`config.mk`:
```
export PLATFORM = sky130hd
export DESIGN_NAME = exc_seq
export DESIGN_NICKNAME = d
export VERILOG_FILES = /design/src/rtl/exc_seq_pkg.sv /design/src/rtl/exc_seq_fsm.sv /design/src/rtl/exc_seq_addr.sv /design/src/rtl/exc_seq_ctx.sv /design/src/rtl/exc_seq.sv
export SDC_FILE = /design/constraint.sdc
export NUM_CORES = 1
export LEC_CHECK = 0
export ABC_AREA = 1
export ABC_CLOCK_PERIOD_IN_PS = 2200
export BUFFER_PORTS_ARGS = -buffer_cell sky130_fd_sc_hd__buf_2
export CAP_MARGIN = 40
export CORE_AREA = 2 2 102 153
export CTS_CLUSTER_DIAMETER = 40
export CTS_CLUSTER_SIZE = 16
export DETAILED_ROUTE_END_ITERATION = 8
export DIE_AREA = 0 0 104 155
export PLACE_DENSITY = 0.71
export SLEW_MARGIN = 5
export SYNTH_ARGS = -nofsm -noshare
export SYNTH_HDL_FRONTEND = slang
export SYNTH_SLANG_ARGS = --single-unit
```
`constraint.sdc`:
```
create_clock -name clk -period 2.2 [get_ports clk]
set_input_delay 0.22 -clock clk [delete_from_list [all_inputs] [get_ports clk]]
set_output_delay 0.22 -clock clk [all_outputs]
set_load 0.005 [all_outputs]
```
`src/rtl/exc_seq_pkg.sv`:
```
package exc_seq_pkg;

  typedef enum logic [1:0] {
    ST_NORMAL     = 2'd0,
    ST_EXC_START  = 2'd1,
    ST_VEC_FETCH  = 2'd2,
    ST_NEED_FETCH = 2'd3
  } seq_state_e;

  localparam logic [1:0] SRC_TRAP    = 2'd0;
  localparam logic [1:0] SRC_ILLEGAL = 2'd1;
  localparam logic [1:0] SRC_IRQ     = 2'd2;

endpackage

```
`src/rtl/exc_seq_fsm.sv`:
```
module exc_seq_fsm
  import exc_seq_pkg::*;
(
  input  logic       clk,
  input  logic       rst,
  input  logic       exc_req,
  input  logic       rte_req,
  input  logic       jmp_req,
  input  logic       step_req,
  input  logic       mem_ack,
  output seq_state_e state,
  output logic       in_norm,
  output logic       ev_exc,
  output logic       ev_rte,
  output logic       ev_jmp,
  output logic       ev_fetch,
  output logic       ev_vector,
  output logic       ev_enter
);

  seq_state_e state_nx;
  logic       ev_step;

  // Request arbitration: exception > return > jump > step, only in NORMAL.
  always_comb begin
    in_norm   = (state == ST_NORMAL);
    ev_exc    = in_norm && exc_req;
    ev_rte    = in_norm && !exc_req && rte_req;
    ev_jmp    = in_norm && !exc_req && !rte_req && jmp_req;
    ev_step   = in_norm && !exc_req && !rte_req && !jmp_req && step_req;
    ev_fetch  = (state == ST_NEED_FETCH) && mem_ack;
    ev_vector = (state == ST_VEC_FETCH) && mem_ack;
    ev_enter  = (state == ST_EXC_START);
  end

  always_comb begin
    state_nx = state;
    unique case (state)
      ST_NORMAL: begin
        if (ev_exc)
          state_nx = ST_EXC_START;
        else if (ev_rte || ev_jmp || ev_step)
          state_nx = ST_NEED_FETCH;
      end
      ST_EXC_START:  state_nx = ST_VEC_FETCH;
      ST_VEC_FETCH:  if (mem_ack) state_nx = ST_NEED_FETCH;
      ST_NEED_FETCH: if (mem_ack) state_nx = ST_NORMAL;
      default:       state_nx = ST_NEED_FETCH;
    endcase
  end

  always_ff @(posedge clk) begin
    if (rst) state <= ST_NEED_FETCH;
    else     state <= state_nx;
  end

  // a pending vector read holds the sequencer in place
  p_vec_stall_r3: assert property (@(posedge clk) disable iff (rst)
    (state == ST_VEC_FETCH && !mem_ack) |=> (state == ST_VEC_FETCH));

  // an exception request taken in NORMAL always starts entry
  p_exc_first_r10: assert property (@(posedge clk) disable iff (rst)
    (state == ST_NORMAL && exc_req) |=> (state == ST_EXC_START));

  // requests outside NORMAL never start entry
  p_ignore_busy_r10: assert property (@(posedge clk) disable iff (rst)
    (state == ST_NEED_FETCH) |=> (state != ST_EXC_START));

endmodule

```
`src/rtl/exc_seq_addr.sv`:
```
module exc_seq_addr
  import exc_seq_pkg::*;
#(
  parameter int PC_W   = 16,
  parameter int BANK_W = 7,
  parameter int NUM_W  = 8,
  localparam int ADDR_W = PC_W + BANK_W
) (
  input  logic              clk,
  input  logic              rst,
  input  seq_state_e        state,
  input  logic [PC_W-1:0]   pc,
  input  logic [BANK_W-1:0] bank,
  input  logic [PC_W-1:0]   vbr,
  input  logic [NUM_W-1:0]  exc_num,
  input  logic              mem_ack,
  output logic              mem_req,
  output logic [ADDR_W-1:0] mem_addr
);

  // Program address: bank bits sit directly above the 16-bit PC.
  function automatic logic [ADDR_W-1:0] fetch_addr(input logic [BANK_W-1:0] b,
                                                  input logic [PC_W-1:0]   p);
    return {b, p};
  endfunction

  // Vector slot: base plus two bytes per entry, wrapping in the PC width.
  function automatic logic [ADDR_W-1:0] vector_addr(input logic [PC_W-1:0]  base,
                                                   input logic [NUM_W-1:0] n);
    logic [PC_W-1:0] off;
    logic [PC_W-1:0] sum;
    off = PC_W'(n) << 1;
    sum = base + off;
    return ADDR_W'(sum);
  endfunction

  always_comb begin
    mem_req  = (state == ST_NEED_FETCH) || (state == ST_VEC_FETCH);
    mem_addr = (state == ST_VEC_FETCH) ? vector_addr(vbr, exc_num)
                                       : fetch_addr(bank, pc);
  end

  // request and address hold until acknowledged
  p_addr_hold_r3: assert property (@(posedge clk) disable iff (rst)
    (mem_req && !mem_ack) |=> (mem_req && $stable(mem_addr)));

  // vector reads never carry bank bits
  p_vec_bank_zero_r6: assert property (@(posedge clk) disable iff (rst)
    (state == ST_VEC_FETCH) |-> (mem_addr[ADDR_W-1:PC_W] == '0));

endmodule

```
`src/rtl/exc_seq_ctx.sv`:
```
module exc_seq_ctx
  import exc_seq_pkg::*;
#(
  parameter int PC_W       = 16,
  parameter int BANK_W     = 7,
  parameter int NUM_W      = 8,
  parameter int SR_W       = 16,
  parameter int INT0_BIT   = 4,
  parameter int INT1_BIT   = 5,
  parameter int INVALID_NUM = 6
) (
  input  logic              clk,
  input  logic              rst,
  input  logic              in_norm,
  input  logic              ev_exc,
  input  logic              ev_rte,
  input  logic              ev_jmp,
  input  logic              ev_fetch,
  input  logic              ev_vector,
  input  logic              ev_enter,
  input  logic [1:0]        exc_src,
  input  logic [NUM_W-1:0]  exc_imm,
  input  logic [PC_W-1:0]   jmp_pc,
  input  logic [BANK_W-1:0] jmp_bank,
  input  logic              sr_we,
  input  logic [SR_W-1:0]   sr_wdata,
  input  logic              vbr_we,
  input  logic [PC_W-1:0]   vbr_wdata,
  input  logic [PC_W-1:0]   mem_rdata,
  output logic [PC_W-1:0]   pc,
  output logic [BANK_W-1:0] bank,
  output logic [SR_W-1:0]   sr,
  output logic [PC_W-1:0]   saved_pc,
  output logic [BANK_W-1:0] saved_bank,
  output logic [SR_W-1:0]   saved_sr,
  output logic [PC_W-1:0]   vbr,
  output logic [NUM_W-1:0]  exc_num
);

  localparam logic [PC_W-1:0] WORD_BYTES = PC_W'(2);

  function automatic logic [PC_W-1:0] advance_pc(input logic [PC_W-1:0] p);
    return p + WORD_BYTES;
  endfunction

  // The PC already points past the prefetched word; step back one word.
  function automatic logic [PC_W-1:0] rewind_pc(input logic [PC_W-1:0] p);
    return p - WORD_BYTES;
  endfunction

  function automatic logic [SR_W-1:0] mask_ints(input logic [SR_W-1:0] s);
    logic [SR_W-1:0] m;
    m = '0;
    m[INT0_BIT] = 1'b1;
    m[INT1_BIT] = 1'b1;
    return s & ~m;
  endfunction

  function automatic logic [NUM_W-1:0] pick_num(input logic [1:0]       src,
                                               input logic [NUM_W-1:0] imm);
    return (src == SRC_ILLEGAL) ? NUM_W'(INVALID_NUM) : imm;
  endfunction

  logic sr_take;
  logic vbr_take;

  always_comb begin
    sr_take  = sr_we && in_norm && !ev_exc && !ev_rte;
    vbr_take = vbr_we && in_norm;
  end

  always_ff @(posedge clk) begin
    if (rst) begin
      pc <= '0;
    end else if (ev_fetch) begin
      pc <= advance_pc(pc);
    end else if (ev_vector) begin
      pc <= mem_rdata;
    end else if (ev_rte) begin
      pc <= saved_pc;
    end else if (ev_jmp) begin
      pc <= jmp_pc;
    end
  end

  always_ff @(posedge clk) begin
    if (rst) begin
      bank <= '0;
    end else if (ev_vector) begin
      bank <= '0;
    end else if (ev_rte) begin
      bank <= saved_bank;
    end else if (ev_jmp) begin
      bank <= jmp_bank;
    end
  end

  always_ff @(posedge clk) begin
    if (rst) begin
      sr <= '0;
    end else if (ev_enter) begin
      sr <= mask_ints(sr);
    end else if (ev_rte) begin
      sr <= saved_sr;
    end else if (sr_take) begin
      sr <= sr_wdata;
    end
  end

  always_ff @(posedge clk) begin
    if (rst) begin
      saved_pc   <= '0;
      saved_bank <= '0;
      saved_sr   <= '0;
    end else if (ev_enter) begin
      saved_pc   <= rewind_pc(pc);
      saved_bank <= bank;
      saved_sr   <= sr;
    end
  end

  always_ff @(posedge clk) begin
    if (rst) begin
      vbr     <= '0;
      exc_num <= '0;
    end else begin
      if (vbr_take) vbr <= vbr_wdata;
      if (ev_exc)   exc_num <= pick_num(exc_src, exc_imm);
    end
  end

  // saved context reflects the pre-entry PC, bank and status
  p_saved_ctx_r4: assert property (@(posedge clk) disable iff (rst)
    ev_enter |=> (saved_pc == $past(pc) - WORD_BYTES) &&
                 (saved_bank == $past(bank)) && (saved_sr == $past(sr)));

  // both interrupt enables are low after entry
  p_int_clear_r5: assert property (@(posedge clk) disable iff (rst)
    ev_enter |=> (!sr[INT0_BIT] && !sr[INT1_BIT]));

  // handler starts in bank zero at the vector word
  p_bank_zero_r7: assert property (@(posedge clk) disable iff (rst)
    ev_vector |=> (bank == '0) && (pc == $past(mem_rdata)));

  // return restores status, PC and bank
  p_rte_restore_r9: assert property (@(posedge clk) disable iff (rst)
    ev_rte |=> (sr == $past(saved_sr)) && (pc == $past(saved_pc)) &&
               (bank == $past(saved_bank)));

  // a completed fetch moves the PC by one word and keeps the bank
  p_fetch_inc_r2: assert property (@(posedge clk) disable iff (rst)
    ev_fetch |=> (pc == $past(pc) + WORD_BYTES) && $stable(bank));

endmodule

```
`src/rtl/exc_seq.sv`:
```
module exc_seq
  import exc_seq_pkg::*;
#(
  parameter int PC_W        = 16,
  parameter int BANK_W      = 7,
  parameter int NUM_W       = 8,
  parameter int SR_W        = 16,
  parameter int INT0_BIT    = 4,
  parameter int INT1_BIT    = 5,
  parameter int INVALID_NUM = 6,
  localparam int ADDR_W     = PC_W + BANK_W
) (
  input  logic              clk,
  input  logic              rst,
  input  logic              exc_req,
  input  logic [1:0]        exc_src,
  input  logic [NUM_W-1:0]  exc_imm,
  input  logic              rte_req,
  input  logic              jmp_req,
  input  logic [PC_W-1:0]   jmp_pc,
  input  logic [BANK_W-1:0] jmp_bank,
  input  logic              step_req,
  input  logic              sr_we,
  input  logic [SR_W-1:0]   sr_wdata,
  input  logic              vbr_we,
  input  logic [PC_W-1:0]   vbr_wdata,
  output logic              mem_req,
  output logic [ADDR_W-1:0] mem_addr,
  input  logic [PC_W-1:0]   mem_rdata,
  input  logic              mem_ack,
  output logic [PC_W-1:0]   instr,
  output logic              instr_valid,
  output logic [PC_W-1:0]   pc,
  output logic [BANK_W-1:0] pc_bank,
  output logic [SR_W-1:0]   sr,
  output logic [PC_W-1:0]   saved_pc,
  output logic [BANK_W-1:0] saved_bank,
  output logic [SR_W-1:0]   saved_sr
);

  seq_state_e        state;
  logic              in_norm;
  logic              ev_exc;
  logic              ev_rte;
  logic              ev_jmp;
  logic              ev_fetch;
  logic              ev_vector;
  logic              ev_enter;
  logic [PC_W-1:0]   vbr;
  logic [NUM_W-1:0]  exc_num;

  exc_seq_fsm u_fsm (
    .clk       (clk),
    .rst       (rst),
    .exc_req   (exc_req),
    .rte_req   (rte_req),
    .jmp_req   (jmp_req),
    .step_req  (step_req),
    .mem_ack   (mem_ack),
    .state     (state),
    .in_norm   (in_norm),
    .ev_exc    (ev_exc),
    .ev_rte    (ev_rte),
    .ev_jmp    (ev_jmp),
    .ev_fetch  (ev_fetch),
    .ev_vector (ev_vector),
    .ev_enter  (ev_enter)
  );

  exc_seq_ctx #(
    .PC_W        (PC_W),
    .BANK_W      (BANK_W),
    .NUM_W       (NUM_W),
    .SR_W        (SR_W),
    .INT0_BIT    (INT0_BIT),
    .INT1_BIT    (INT1_BIT),
    .INVALID_NUM (INVALID_NUM)
  ) u_ctx (
    .clk        (clk),
    .rst        (rst),
    .in_norm    (in_norm),
    .ev_exc     (ev_exc),
    .ev_rte     (ev_rte),
    .ev_jmp     (ev_jmp),
    .ev_fetch   (ev_fetch),
    .ev_vector  (ev_vector),
    .ev_enter   (ev_enter),
    .exc_src    (exc_src),
    .exc_imm    (exc_imm),
    .jmp_pc     (jmp_pc),
    .jmp_bank   (jmp_bank),
    .sr_we      (sr_we),
    .sr_wdata   (sr_wdata),
    .vbr_we     (vbr_we),
    .vbr_wdata  (vbr_wdata),
    .mem_rdata  (mem_rdata),
    .pc         (pc),
    .bank       (pc_bank),
    .sr         (sr),
    .saved_pc   (saved_pc),
    .saved_bank (saved_bank),
    .saved_sr   (saved_sr),
    .vbr        (vbr),
    .exc_num    (exc_num)
  );

  exc_seq_addr #(
    .PC_W   (PC_W),
    .BANK_W (BANK_W),
    .NUM_W  (NUM_W)
  ) u_addr (
    .clk      (clk),
    .rst      (rst),
    .state    (state),
    .pc       (pc),
    .bank     (pc_bank),
    .vbr      (vbr),
    .exc_num  (exc_num),
    .mem_ack  (mem_ack),
    .mem_req  (mem_req),
    .mem_addr (mem_addr)
  );

  // Prefetch register: the word presented to the datapath.
  always_ff @(posedge clk) begin
    if (rst) begin
      instr       <= '0;
      instr_valid <= 1'b0;
    end else begin
      instr_valid <= ev_fetch;
      if (ev_fetch) instr <= mem_rdata;
    end
  end

  // the valid pulse carries the word that was just read
  p_instr_word_r2: assert property (@(posedge clk) disable iff (rst)
    ev_fetch |=> (instr_valid && instr == $past(mem_rdata)));

  // reset leaves a fetch pending at address zero
  p_reset_fetch_r1: assert property (@(posedge clk)
    $past(rst) && rst |-> (mem_req && mem_addr == '0 && !instr_valid));

endmodule

```
# Yosys cells after proc, flatten, opt, wreduce, memory -nomap -nowiden
# Index checks and enable logic that the tools add are counted.
dict set report classes {
  add_sub_neg 3
  eq_ne 7
  n_mux 15
  bitwise 1
  reduce_logical 29
}
# cell n
set ops {}
lappend ops {{2-to-1 mux 16 bit} 6}
lappend ops {{2-to-1 mux 23 bit} 1}
lappend ops {{adder 16 x 2 -> 16 bit (second input constant)} 1}
lappend ops {{adder 16 x 9 -> 16 bit} 1}
lappend ops {{subtractor 16 x 2 -> 16 bit (second input constant)} 1}
lappend ops {{2-to-1 mux 7 bit} 2}
lappend ops {{logical AND 1 bit} 13}
lappend ops {{2-to-1 mux 2 bit} 4}
lappend ops {{2-to-1 mux 8 bit} 1}
lappend ops {{case mux 2 bit (4 select lines)} 1}
lappend ops {{logical NOT 1 bit} 5}
lappend ops {{equality test 2 x 1 -> 1 bit (second input constant)} 2}
lappend ops {{equality test 2 bit (second input constant)} 2}
lappend ops {{!= test 2 bit (second input constant)} 2}
lappend ops {{nonzero test 2 bit} 2}
lappend ops {{nonzero test 4 bit} 1}
lappend ops {{OR reduction 2 bit} 2}
lappend ops {{logical OR 1 bit} 3}
lappend ops {{!= test 3 bit (second input constant)} 1}
lappend ops {{AND reduction 3 bit} 1}
lappend ops {{logical NOT 2 bit} 1}
lappend ops {{AND reduction 2 bit} 1}
lappend ops {{NOT 1 bit} 1}
dict set report word_totals {
  regBits 121
  input_bits 90
  out_inout_bits 119
}

# Logic depth before layout (Yosys ltp)
# Gate-level depths: netlist of run 1.
dict set report logic_depth {
  word_depth 9
  mapped_depth 12
  ltp_nobuf 11
}

# By module
# A second synthesis of run 1 with hierarchy kept.
dict set report hier_totals {
  hier_cells 1042
  area_unflattened_um2 6774.0
}
# mod instances cells_per_inst area_each_um2
set by_module_without_submodules {}
lappend by_module_without_submodules {exc_seq_ctx 1 705 4822.1}
lappend by_module_without_submodules {exc_seq_addr 1 196 934.6}
lappend by_module_without_submodules {exc_seq 1 105 767.0}
lappend by_module_without_submodules {exc_seq_fsm 1 36 250.2}

# Least setup slack after synthesis of run 1
# No wires, ideal clock.
dict set report synth_path {
  path_type {register to output}
  from {register u_ctx.exc_num[0]}
  to {output port mem_addr[9]}
  t_arrival_ps 1513
  required_time_ps 1980
  slack_ps 467
  path_stages_with_launch 11
  path_buffers 0
  path_cell_list {dfxtp_1 -> ha_1 -> fa_1 -> nand2_1 -> nand2_1 -> and2_1 -> nand2_1 -> nand2_1 -> nand2_1 -> nand3_1 -> o21ai_0}
}
dict set report synth_via {
  elab_chain_cells 2
}
# element line_no
set synth_lines {}
lappend synth_lines {{from (decl)} exc_seq_ctx.sv:37} ;# output logic [NUM_W-1:0] exc_num
lappend synth_lines {{from (signal assigned)} exc_seq_ctx.sv:128} ;# if (ev_exc) exc_num <= pick_num(exc_src, exc_imm);
lappend synth_lines {{adder 16 x 9 -> 16 bit} exc_seq_addr.sv:33} ;# sum = base + off;
lappend synth_lines {{2-to-1 mux 23 bit} exc_seq_addr.sv:39} ;# mem_addr = (state == ST_VEC_FETCH) ? vector_addr(vbr, exc_num)
lappend synth_lines {{to (decl)} exc_seq.sv:28} ;# output logic [ADDR_W-1:0] mem_addr,
# Every way passes these cells.

# Worst setup path in the final report of run 1
dict set report layout_path {
  from {register u_ctx.vbr[1]}
  to {output port mem_addr[13]}
}
dict set report layout_via {
  elab_chain_cells 2
}
# element line_no
set layout_lines {}
lappend layout_lines {{from (decl)} exc_seq_ctx.sv:36} ;# output logic [PC_W-1:0] vbr,
lappend layout_lines {{from (signal assigned)} exc_seq_ctx.sv:127} ;# if (vbr_take) vbr <= vbr_wdata;
lappend layout_lines {{adder 16 x 9 -> 16 bit} exc_seq_addr.sv:33}
lappend layout_lines {{2-to-1 mux 23 bit} exc_seq_addr.sv:39}
# Every way passes these cells.

==> qor.txt, run 1 <==
run status -> finished with violations
failing checks -> setup timing
vias -> 7290
clk_lat worst skew -> 0.41 ns
period utilization -> 1.03
final hold violation count -> 0
count of different cell masters after synthesis -> 38
DRC violation count after routing -> 0
commonest non-fill, non-tap cell in the layout -> buf_2
H-tree depth -> 4
Crit Path Class -> reg -> out
sequential-to-total area share from yosys stat -> 0.369
Worst Tran Pin Value -> 0.692 ns
first-pass GRT wire length -> 35400 um
Post-Synthesis Cells -> 992
most frequent cells in the layout -> 208 x buf_2, 198 x nand2_1, 129 x nor2_1
Max VDD drop -> 0.710 mV
Area growth syn-to-layout -> 32.5%
Pins Over Slew Limit -> 0
CTS tree -> done
Mapped Area -> 0.00657 mm^2
GRT met1 Usage -> 0.298
number of global-route vias before repair -> 7091
total grt overflow -> 0
Avg Cell Area, Syn -> 6.62 um^2
Clock Sinks -> 121
Inserted Diodes -> 0
core outline area -> 0.0149 mm^2
PD cells -> 1200 mW/mm^2
TritonRoute pass-1 iters -> 5
num rows -> 55
Top-Level Pins -> 209
layout cell share with drive strength beyond 1 -> 0.286
clk slew on worst S/H paths -> 0.06 ns
Synth Warn # -> 0
Leakage -> 4.23 nW
# Max-Cap Violations -> 0
clock buffer count from CTS -> 17
Worst Setup Slack, final -> -0.0698 ns
final setup vio count -> 6
Setup Skew -> 0.0124 ns
routed wire length per instance -> 16.0 um
fmax -> 441 MHz
ANT nets after route -> 0
filler instances -> 1476
Port Buffers -> 208
largest net degree at the start of global routing -> 46
Mapped Nets -> 1098
initial antenna violation count -> 0
met3 usage -> 0.0595
Placer Congestion -> 0.961
CP required -> 1.98 ns
Setup crit start kind -> flip-flop
post-layout net count -> 1298
post-DR vias/cell -> 5.19
CTS Hold Bufs -> 0
Die W -> 104 um
Critical Path Fanout Max -> 4
kind of end point of the critical path -> output port
worst min path class -> in -> reg
die span in y -> 155 um
worst rel slew slack -> 0.537
hpwl dp -> 16200 um
met2 Resource Use GR -> 0.499
Most Crowded Layer GR -> met2
#FFs+latches synth -> 121
Bufs on Longest Clock Path -> 2
detailed router's first-iteration violation count -> 373
Min Hold Slack -> 0.0582 ns
global-route usage over all layers -> 0.274
final WL -> 22500 um
initial core utilization -> 0.442
pre-CTS setup slack -> 0.238 ns
CTS root buf -> clkbuf_16
Total Die Area -> 0.0161 mm^2
crit path DAT -> 2.05 ns
RSZ-0062 raised after global routing -> yes
fin crit period -> 2.27 ns
## path summary, 6_finish.rpt
path                                                      from                        endpoint  slack (ns)  cells after the start
worst max-delay path                 u_ctx.vbr[1]$_SDFFE_PP0P_                    mem_addr[13]       -0.07                     11
worst min-delay path                              vbr_wdata[4]       u_ctx.vbr[4]$_SDFFE_PP0P_        0.06                      3
worst max register to register     u_fsm.state[0]$_SDFFE_PP1P_       u_ctx.vbr[3]$_SDFFE_PP0P_        0.23                      6
worst min register to register  u_ctx.saved_sr[8]$_SDFFE_PP0P_  u_ctx.saved_sr[8]$_SDFFE_PP0P_        0.47                      2
## stage by stage
| stage | TNS [ns] | power (mW) | area, um^2 | utilization | instances |
|---|---|---|---|---|---|
| 2_1_floorplan | 0 | 5.65 | 6570 | - | 992 |
| 3_3_place_gp | 0 | 7.16 | 7770 | 0.523 | 1365 |
| 3_5_place_dp | 0 | 7.20 | 7770 | 0.523 | 1365 |
| 4_1_cts | -0.156 | 10.3 | 8500 | 0.572 | 1398 |
| 5_1_grt | -1.11 | 11.1 | 8700 | 0.586 | 1404 |
| 6_report | -0.226 | 10.4 | 8700 | 0.586 | 1404 |
## power breakdown
| part | switching [mW] | total (mW) | internal (mW) | leakage (nW) |
|---|---|---|---|---|
| Clock | 1.06 | 3.01 | 1.96 | 0.296 |
| Combinational | 2.46 | 4.02 | 1.56 | 2.94 |
| Sequential | 0.614 | 3.38 | 2.77 | 0.993 |
## layout make-up
type,count,area [um^2],area share
clock inverter,11,169,0.0194
tap,199,249,0.0286
multi-input combinational,704,3670,0.422
timing repair buffer,233,1280,0.147
sequential,121,2430,0.280
inverter,115,437,0.0502
clock buffer,21,460,0.0529
## sequential cells by signal, summed over array words and instances, names as in the netlist
register,flops
instr,16
instr_valid,1
u_ctx.bank,7
u_ctx.exc_num,8
u_ctx.pc,16
u_ctx.saved_bank,7
u_ctx.saved_pc,16
u_ctx.saved_sr,16
u_ctx.sr,16
u_ctx.vbr,16
u_fsm.state,2
## timing repair
action / CTS / global route
pin swaps: 5 / 8
setup buffers: 1 / 5
cloned: 0 / 1
resized for setup: 20 / 36
setup endpoints to repair: 9 / 12
## layer usage
metal	vias to the layer above	routed length [um]
met5	-	0
met4	0	956
met3	73	1550
met2	292	11400
met1	3291	8620
li1	3634	-
## worst max-delay path: stages, from the launching register on
cell and delay (ns):
dfxtp_4 0.36, ha_4 0.17, fa_2 0.35, nand2_2 0.09, nand2_2 0.07, and2_4 0.17, nand2_4 0.07, nand2_4 0.06
nand3_4 0.06, nand3_2 0.08, nand2_1 0.07, buf_2 0.10
## cell usage after synthesis
cell / number / share of area
inv_1: 106 / 0.061
o31ai_1: 1 / 0.0011
buf_4: 4 / 0.0046
a21oi_1: 81 / 0.062
xor2_1: 7 / 0.0093
clkinv_1: 1 / 0.00057
o21ai_1: 12 / 0.0091
or2_2: 2 / 0.0019
a21o_1: 1 / 0.0011
o21a_1: 2 / 0.0023
o221ai_1: 1 / 0.0013
nand3b_1: 3 / 0.0034
a22oi_1: 1 / 0.0011
o22ai_1: 10 / 0.0095
buf_6: 2 / 0.0034
a21oi_2: 9 / 0.012
inv_2: 7 / 0.0040
dfxtp_1: 121 / 0.37
buf_2: 19 / 0.014
nor2_1: 132 / 0.075
nand3_1: 55 / 0.042
nor2_4: 3 / 0.0051
fa_1: 1 / 0.0030
nor3_1: 2 / 0.0015
clkinv_2: 1 / 0.00076
nor2_2: 4 / 0.0038
buf_1: 5 / 0.0029
o211ai_1: 10 / 0.011
a31oi_1: 5 / 0.0048
nand4_1: 6 / 0.0057
clkbuf_1: 22 / 0.013
and2_1: 2 / 0.0019
o211ai_2: 9 / 0.017
ha_1: 15 / 0.029
o21ai_0: 117 / 0.089
nand2_2: 1 / 0.00095
nand3_2: 2 / 0.0030
nand2_1: 210 / 0.12
## cells by family (layout without fill, tap and decap cells)
group | Yosys count | count (layout) | share of synthesized area
simple gates | 422 | 422 | 0.265
compound gates | 259 | 259 | 0.222
buf+inv | 167 | 380 | 0.104
flops | 121 | 121 | 0.369
fa+ha+maj | 16 | 16 | 0.0316
xor+xnor | 7 | 7 | 0.00933
No activity file was read; power rests on OpenSTA's default activity.
==> run 2: changes to the inputs <==
--- a/config.mk
+++ b/config.mk
@@ -10,10 +10,9 @@
 export BUFFER_PORTS_ARGS = -buffer_cell sky130_fd_sc_hd__buf_2
 export CAP_MARGIN = 40
-export CORE_AREA = 2 2 102 153
+export CORE_AREA = 2 2 119 178
 export CTS_CLUSTER_DIAMETER = 40
 export CTS_CLUSTER_SIZE = 16
 export DETAILED_ROUTE_END_ITERATION = 8
-export DIE_AREA = 0 0 104 155
-export PLACE_DENSITY = 0.71
+export DIE_AREA = 0 0 121 180
 export SLEW_MARGIN = 5
 export SYNTH_ARGS = -nofsm -noshare
==> constraint.sdc (replaced) <==
create_clock -name clk -period 2.2 [get_ports clk]
set_input_delay 0.22 -clock clk [delete_from_list [all_inputs] [get_ports clk]]
set_output_delay 0.22 -clock clk [all_outputs]
set_load 0.05 [all_outputs]
==> run 2 against run 1 <==
Effect of this change: the run still ends with setup timing left; via count shrank 1.4%; final cell count grew 4.6%; cell area rose by 2.6%; sequential share of layout area shrank 0.62 points; hold slack worse by 0.0041 ns; clock skew down 0.0057 ns.
==> qor.txt, run 2 (synthesis results as in run 1) <==
R2R setup slack -> 0.24 ns
filler instances -> 2113
Worst Tran Pin Value -> 0.735 ns
most frequent cells in the layout -> 194 x buf_2, 190 x nand2_1, 129 x nor2_1
post-route cell area -> 0.00893 mm^2
detailed router's first-iteration violation count -> 373
Port Buffers -> 208
vias -> 7185
worst hold stages -> 3
r2r startpoint -> u_fsm.state[1]$_SDFFE_PP1P_
post-layout net count -> 1296
period utilization -> 1.04
global-route usage over all layers -> 0.211
Hold Path End -> instr[5]$_SDFFE_PP0P_
Setup crit start kind -> flip-flop
RR Endpoint -> u_ctx.sr[15]$_SDFFE_PP0P_
largest net degree at the start of global routing -> 46
Setup Skew -> 0.00667 ns
core outline area -> 0.0203 mm^2
Placer Congestion -> 0.909
routed wire length per instance -> 15.9 um
Leakage -> 4.29 nW
total grt overflow -> 0
Worst Setup Slack, final -> -0.0802 ns
H-tree depth -> 4
# Max-Cap Violations -> 0
TritonRoute pass-1 iters -> 5
Total Power -> 12.7 mW
PD cells -> 1420 mW/mm^2
run status -> finished with violations
CTS tree -> done
worst r2r path cells -> 8
Final Core Density -> 0.441
post-DR vias/cell -> 4.89
Die W -> 121 um
RSZ-0062 raised after global routing -> yes
fmax -> 439 MHz
clk_lat worst skew -> 0.42 ns
initial antenna violation count -> 1
DRC violation count after routing -> 0
clk slew on worst S/H paths -> 0.06 ns
first-pass GRT wire length -> 35900 um
number of global-route vias before repair -> 6877
final WL -> 23400 um
CP required -> 1.98 ns
Top-Level Pins -> 209
CTS Hold Bufs -> 0
fin crit period -> 2.28 ns
die span in y -> 180 um
failing checks -> setup timing
kind of end point of the critical path -> output port
CTS root buf -> clkbuf_16
Max VDD drop -> 0.748 mV
register area -> 0.00244 mm^2
Setup TNS -> -0.321 ns
multi-input combinational cell area -> 0.00374 mm^2
final hold violation count -> 0
Crit Path Class -> reg -> out
hpwl dp -> 17400 um
Clock Sinks -> 121
worst rel slew slack -> 0.508
Bufs on Longest Clock Path -> 2
Area growth syn-to-layout -> 36.0%
layout cell share with drive strength beyond 1 -> 0.303
initial core utilization -> 0.324
commonest non-fill, non-tap cell in the layout -> buf_2
ANT nets after route -> 0
Area after DPL -> 0.00788 mm^2
Total Die Area -> 0.0218 mm^2
num rows -> 64
final setup vio count -> 6
Critical Path Fanout Max -> 4
worst min path class -> in -> reg
clock buffer count from CTS -> 17
crit path DAT -> 2.06 ns
pre-CTS setup slack -> 0.0848 ns
Pins Over Slew Limit -> 0
hold path start -> mem_rdata[5]
run 2: changes by cell type in the layout (fill, tap and decap cells not counted), moves of 3 or more:
cell and delta:
dfxtp_1 -7, nand2_4 +3, clkinv_2 +4, buf_2 -14, dfxtp_2 +7, inv_2 +3
nand2_1 -8, buf_6 +11, nand2_2 +5, inv_1 -3
run 2: critical path, stage by stage (launching register included):
cell and delay [ns]:
dfxtp_2 0.33, ha_4 0.16, fa_2 0.34, nand2_2 0.09
nand2_2 0.06, and2_4 0.16, nand2_4 0.07, nand2_4 0.05
nand3_2 0.05, nand3_1 0.08, nand2_1 0.09, buf_6 0.16
run 2: power by group:
group          switching [mW]  internal, mW  total (mW)
Clock                    1.03          1.83        2.86
Combinational            4.66          1.74        6.39
Sequential              0.667          2.77        3.44
Total                    6.36          6.34        12.7
run 2: area by class of cell:
| class | instances | area share |
|---|---|---|
| Antenna cell | 2 | 0.000560 |
| Tap cell | 264 | 0.0370 |
| Clock buffer | 19 | 0.0507 |
| Inverter | 115 | 0.0489 |
| Clock inverter | 13 | 0.0169 |
| Timing Repair Buffer | 231 | 0.153 |
| Sequential cell | 121 | 0.273 |
| Multi-Input combinational cell | 704 | 0.419 |
run 2: layer usage:
metal  up-vias  routed length, um  track usage
li1       3640                  -            -
met1      3265               9010        0.228
met2       235              12200        0.385
met3        43               1530       0.0574
met4         2                640       0.0758
met5         -                  7            0
run 2: per-stage QoR:
stage	cells	hold slack, ns
floorplan	992	0.348
global placement	1429	0.456
detailed placement	1429	0.461
CTS	1464	0.0393
global route	1467	0.0612
finish	1469	0.0541
run 2: worst max path at each step:
stage | start | endpoint | slack (ns) | depth (start not counted)
finish | u_ctx.exc_num[0]$_SDFFE_PP0P_ | mem_addr[13] | -0.08 | 11
global placement | u_ctx.exc_num[0]$_SDFFE_PP0P_ | mem_addr[9] | 0.12 | 11
global route | u_ctx.exc_num[0]$_SDFFE_PP0P_ | mem_addr[15] | -0.18 | 12
floorplan | u_fsm.state[0]$_SDFFE_PP1P_ | mem_addr[2] | -0.002 | 4
CTS | u_ctx.exc_num[0]$_SDFFE_PP0P_ | mem_addr[9] | -0.11 | 11
detailed placement | u_ctx.exc_num[0]$_SDFFE_PP0P_ | mem_addr[9] | 0.08 | 11
run 2: repair_timing:
item,4_1_cts,5_1_grt
setup buffers,3,3
endpoints found under the setup margin,15,15
pin swaps,6,25
resized for setup,43,59
hold endpoints to repair,0,0
gates cloned,0,1
